--- src/rtl/audio_rx.sv ---
`timescale 1ns/1ps
module audio_rx #(
  parameter int SLOT_BITS   = 32,
  parameter int SYNC_STAGES = 2
) (
  input  logic        clk,
  input  logic        rst_n,
  input  logic        master,
  input  logic [1:0]  fmt,
  input  logic [1:0]  wlen,
  input  logic        bclk_in,
  input  logic        lrc_in,
  input  logic        sdata,
  output logic        bclk_o,
  output logic        lrc_o,
  output logic [31:0] left_o,
  output logic [31:0] right_o,
  output logic        valid_o
);
  localparam int CW = $clog2(2 * SLOT_BITS);
  localparam logic [1:0] F_RJ = 2'd0, F_LJ = 2'd1, F_I2S = 2'd2, F_DSP = 2'd3;

  logic [1:0]  div;
  logic [CW-1:0] bc;
  logic [SYNC_STAGES:0]   b_s;
  logic [SYNC_STAGES-1:0] l_s, d_s;

  always_ff @(posedge clk) begin
    if (!rst_n) begin
      div <= '0;
      bc  <= '0;
      b_s <= '0;
      l_s <= '0;
      d_s <= '0;
    end else begin
      b_s <= {b_s[SYNC_STAGES-1:0], bclk_in};
      l_s <= {l_s[SYNC_STAGES-2:0], lrc_in};
      d_s <= {d_s[SYNC_STAGES-2:0], sdata};
      if (master) begin
        div <= div + 2'd1;
        if (div == 2'd3) bc <= bc + 1'b1;
      end
    end
  end

  assign bclk_o = master & div[1];
  assign lrc_o  = master & ((fmt == F_DSP) ? (bc == '1) : bc[CW-1]);

  logic bit_ev, lr_now, d_now;
  assign bit_ev = master ? (div == 2'd1) : (b_s[SYNC_STAGES-1] & ~b_s[SYNC_STAGES]);
  assign lr_now = master ? lrc_o : l_s[SYNC_STAGES-1];
  assign d_now  = master ? sdata : d_s[SYNC_STAGES-1];

  logic [5:0] nbits;
  always_comb begin
    case (wlen)
      2'd0:    nbits = 6'd16;
      2'd1:    nbits = 6'd20;
      2'd2:    nbits = 6'd24;
      default: nbits = (fmt == F_RJ) ? 6'd24 : 6'd32;
    endcase
  end

  logic        prev_lr, seen, lok;
  logic [6:0]  bp, bp_now;
  logic [7:0]  pp, n8;
  logic [31:0] sh, sh_nx, lhold, word, aligned;
  logic        edge_ev, cap, cap_r;

  assign n8      = {2'b00, nbits};
  assign edge_ev = (fmt == F_DSP) ? (lr_now & ~prev_lr) : (lr_now ^ prev_lr);
  assign pp      = {1'b0, bp} + 8'd1;
  assign bp_now  = edge_ev ? 7'd0 : ((bp == 7'h7f) ? bp : bp + 7'd1);
  assign sh_nx   = {sh[30:0], d_now};

  always_comb begin
    cap   = 1'b0;
    cap_r = 1'b0;
    word  = sh_nx;
    case (fmt)
      F_RJ: begin
        cap   = edge_ev & seen;
        cap_r = ~prev_lr;
        word  = sh;
      end
      F_LJ: begin
        cap   = (bp_now == n8[6:0] - 7'd1);
        cap_r = ~lr_now;
      end
      F_I2S: begin
        cap   = (pp == n8);
        cap_r = prev_lr;
      end
      default: begin
        cap   = (pp == n8) | (pp == {n8[6:0], 1'b0});
        cap_r = (pp == {n8[6:0], 1'b0});
      end
    endcase
  end

  assign aligned = word << (6'd32 - nbits);

  always_ff @(posedge clk) begin
    if (!rst_n) begin
      prev_lr <= 1'b0;
      seen    <= 1'b0;
      lok     <= 1'b0;
      bp      <= 7'h7f;
      sh      <= '0;
      lhold   <= '0;
      left_o  <= '0;
      right_o <= '0;
      valid_o <= 1'b0;
    end else begin
      valid_o <= 1'b0;
      if (bit_ev) begin
        prev_lr <= lr_now;
        bp      <= bp_now;
        sh      <= sh_nx;
        if (edge_ev) seen <= 1'b1;
        if (cap) begin
          if (!cap_r) begin
            lhold <= aligned;
            lok   <= 1'b1;
          end else if (lok) begin
            left_o  <= lhold;
            right_o <= aligned;
            valid_o <= 1'b1;
            lok     <= 1'b0;
          end
        end
      end
    end
  end
endmodule


--- config.mk ---
export PLATFORM = sky130hd
export DESIGN_NAME = audio_rx
export DESIGN_NICKNAME = d
export VERILOG_FILES = /design/src/rtl/audio_rx.sv
export SDC_FILE = /design/constraint.sdc
export NUM_CORES = 1
export LEC_CHECK = 0
export ABC_AREA = 1
export BUFFER_PORTS_ARGS = -buffer_cell sky130_fd_sc_hd__clkbuf_2
export CAP_MARGIN = 5
export CELL_PAD_IN_SITES_DETAIL_PLACEMENT = 0
export CELL_PAD_IN_SITES_GLOBAL_PLACEMENT = 2
export CORE_MARGIN = 5
export CORE_UTILIZATION = 32
export DETAILED_ROUTE_END_ITERATION = 12
export GPL_TIMING_DRIVEN = 0
export HOLD_SLACK_MARGIN = 0.12
export PLACE_DENSITY_LB_ADDON = 0.1
export SLEW_MARGIN = 20
export SYNTH_ARGS = -nofsm -noshare
export SYNTH_HDL_FRONTEND = slang
export SYNTH_SLANG_ARGS = --single-unit
--- constraint.sdc ---
create_clock -name clk -period 3.7 [get_ports clk]
set_input_delay 0 -clock clk [delete_from_list [all_inputs] [get_ports clk]]
set_output_delay 0 -clock clk [all_outputs]
set_load 0.02 [all_outputs]
==> run_results.csv <==
group,metric,value,unit
synth,synth.area.mux_share,0.628,%
synth,syn_area_per_cell,6.25,um2
sta,fmaxAchievable,303,MHz
placed_design,gp_congestion,0.840,
synth,synth_edf_count,0,
worst_setup_path,cpPeakStageDelay,0.33,ns
power_and_ir_drop,p_sw,1390,uW
flow_run,drv_cap,0,
worst_setup_path,critical-path-slowest-cell,"dfxtp_1",
sta,max_slew_margin,49.7,%
worst_hold_path,hold_class,"in2reg",
sta,rsz0062_at_grt,"false",
synth,syn_inst,1277,
global_route,grt_usage,18.5,%
global_route,grt_max_degree,17,
synth,syn_nets,1294,
clocking,tritoncts,"yes",
synth,synth_compound_area_share,11.9,%
status,status,"finished clean",
final_layout,fillCellCount,2818,
final_layout,nNetsFinal,1391,
worst_setup_path,crit_cells,21,
placed_design,place_area,8750,um2
clocking,cts_buffer_depth,2,
sta,period_share,89.2,%
sta,finalHoldViolations,0,
synth,synth_seq_cells,154,
clocking,clockRootBuffer,"clkbuf_16",
clocking,h-tree-depth,4,
sta,finalMaxSlewViolations,0,
route,routed-via-count,7839,
synth,synthFlopType,"dfxtp_1",
worst_setup_path,path_buf_inv,4,
synth,synth_cell_type_count,36,
synth,synthDominantCellAreaShare,38.7,%
worst_setup_path,critPathCaptureType,"register",
power_and_ir_drop,peakVddDrop,0.000270,V
worst_setup_path,critPathTopFamily,"simple AND/OR/NAND/NOR gates",
worst_setup_path,r2r_setup_slack,0.40,ns
synth,yosysSeqAreaShare,38.7,%
sta,skew,0.0125,ns
placed_design,port_buffers,74,
sta,finalSetupViolations,0,
worst_setup_path,path_class,"reg2reg",
worst_setup_path,crit_chain,"ha_1 -> nand2_1 -> o21ai_1 -> nand3_1 -> inv_2 -> nor2_1 -> inv_1 -> ha_1 -> nand2_1 -> o21ai_4 -> inv_2 -> a21oi_1 -> nor2_1 -> nor2_1 -> nand3_1 -> nand2_2 -> nand2_1 -> nor2_2 -> buf_2 -> nor2_1 -> nor2_1",
clocking,clk_pin_slew_worst_paths,0.07,ns
power_and_ir_drop,power_density,457,nW/um2
worst_setup_path,cp.required,4.08,ns
floorplan,rows,57,
route,avgViaCountPerCell,4.58,
global_route,grt_pass1_wl,41.8,mm
power_and_ir_drop,pwr-share-clk,41.2,%
placed_design,place_hpwl,20.0,mm
synth,yosysWarningCount,0,
synth,synth_fa_ha_area_share,1.10,%
floorplan,die_x,168,um
route,first_pass_iters,5,
worst_setup_path,setup.worst_path.end,"lhold[2]",
sta,fin_tns_setup,0,ns
worst_setup_path,r2r-end,"lhold[2]",
synth,synth_xor_area_share,0.220,%
route,drc,0,
synth,synthSimpleGateAreaFrac,35.0,%
synth,synth_most_common_cell,"nand2_1",
floorplan,core,24500,um2
synth,ys_top_cells_by_count,"nand2_1 (359), nor2_1 (206), inv_1 (168)",
floorplan,start_util,32.6,%
final_layout,final_cell_area,9380,um2
synth,synth_top_family_by_area,"simple AND/OR/NAND/NOR gates",
power_and_ir_drop,pwr-share-seq,41.5,%
sta,layout_min_cycle_time,3.30,ns
clocking,clk_latency,0.44,ns
worst_setup_path,crit_start,"bc[0]",
clocking,clock_sinks,154,
floorplan,ioPinCount,77,
final_layout,areaGrowthSynthToFinish,17.6,%
worst_setup_path,crit_path_frequent_cell,"nor2_1",
synth,synth.area.top_cells,"dfxtp_1 (39%), nand2_1 (17%), nor2_1 (9.7%)",
route,drt-total-wl,25.6,mm
final_layout,n_antenna_cell,0,
global_route,grt_pass1_vias,7633,
power_and_ir_drop,swShare,32.5,%
sta,worst_pin_slew,0.754,ns
route,drtIter0Drc,525,
synth,synth_top_area_cell,"dfxtp_1",
synth,synth_area,7980,um2
worst_setup_path,crit_fanout,10,
clocking,cts_buffers,17,
route,wl_per_cell,15.0,um
power_and_ir_drop,p_leak,0.00457,uW
synth,ys_async_sr_fraction,0,%
power_and_ir_drop,intPower,2890,uW
worst_setup_path,timing.rr.start,"bc[0]",
floorplan,die_area,28200,um2
global_route,grt-ovfl-total,0,
worst_setup_path,worstSetupStartpointType,"register",
floorplan,die_y,168,um
final_layout,layout-drive-gt1-share,11.0,%
route,antenna_left,0,
power_and_ir_drop,p_comb_share,17.3,%
worst_setup_path,rr_worst_depth,21,
worst_setup_path,crit_arrival,3.68,ns
global_route,antenna_found_initial,0,
[layer usage]
layer / up-vias / global-route usage [%] / routed length [um]
met4: 0 / 4.38 / 388
met5: - / 0 / 0
met2: 136 / 32.4 / 12400
li1: 4179 / - / -
met3: 26 / 2.88 / 870
met1: 3498 / 24.0 / 12000
[layout make-up]
cell class / count / area, um2 / share of cell area [%]
timing repair buffer: 78 / 410 / 4.38
tap: 324 / 405 / 4.32
clock inverter: 14 / 156 / 1.67
buffer: 79 / 334 / 3.56
inverter: 176 / 661 / 7.05
clock buffer: 17 / 425 / 4.54
multi-input combinational: 868 / 3900 / 41.6
sequential: 154 / 3080 / 32.9
[worst min-delay path: cells and delay by family]
kind	cells	cell delay, ns
compound gates	2	0.18
buf+inv	1	0.12
simple gates	2	0.25
[registers in the layout, summed over array words and instances (netlist names)]
signal	flops
bp	7
l_s	2
sh	32
d_s	2
left_o	32
b_s	3
bc	6
lhold	32
seen	1
right_o	32
div	2
lok	1
valid_o	1
prev_lr	1
[worst min path at each step]
stage	end	depth (start not counted)	startpoint	slack, ns
after floorplan	d_s[0]	2	sdata	0.09
after global placement	b_s[0]	3	bclk_in	0.18
after detailed placement	b_s[0]	3	bclk_in	0.19
after CTS	bp[5]	5	fmt[1]	0.18
after global routing	bp[3]	5	fmt[1]	0.22
final	bp[5]	5	fmt[1]	0.18
[layout by cell type, fill, tap and decap left out, types with 13 or more instances in the layout]
master	netlist	final
nand2_1	359	359
dfxtp_1	154	154
o21ai_0	104	104
nor2_1	206	205
clkbuf_1	47	47
nand4_1	53	53
nand3_1	34	34
inv_1	168	168
nor2_2	12	13
a21oi_1	41	41
o211ai_1	14	14
clkbuf_16	0	17
buf_1	14	14
buf_2	15	15
clkbuf_2	0	74
[power by group through the flow]
stage	registers, uW	clock network [uW]	logic (uW)
floorplan	1800	0	512
global placement	1810	0	742
detailed placement	1820	0	740
CTS	1780	1810	746
global route	1790	1880	847
finish	1780	1760	741
[kinds of logic after synthesis]
group | Yosys count
flops | 154
fa+ha+maj | 7
buf+inv | 255
mux | 5
xor+xnor | 2
simple gates | 679
compound gates | 175
[timing repair]
action,CTS,global route
buffers inserted,0,0
endpoints found under the setup margin,0,30
hold endpoints to repair,10,0
hold buffers,4,0
gates resized for setup,0,1
[stage by stage]
stage | hold WS, ns | instances | setup slack, ns | util [%] | total power, uW
after floorplan | 0.0935 | 1277 | 1.02 | - | 2320
after global placement | 0.182 | 1675 | 0.267 | 35.8 | 2560
after detailed placement | 0.190 | 1675 | 0.230 | 35.8 | 2560
after CTS | 0.179 | 1710 | 0.204 | 38.3 | 4340
after global routing | 0.222 | 1710 | 0.0201 | 38.3 | 4520
final | 0.178 | 1710 | 0.401 | 38.3 | 4280
(Power assumes the default switching activity.)
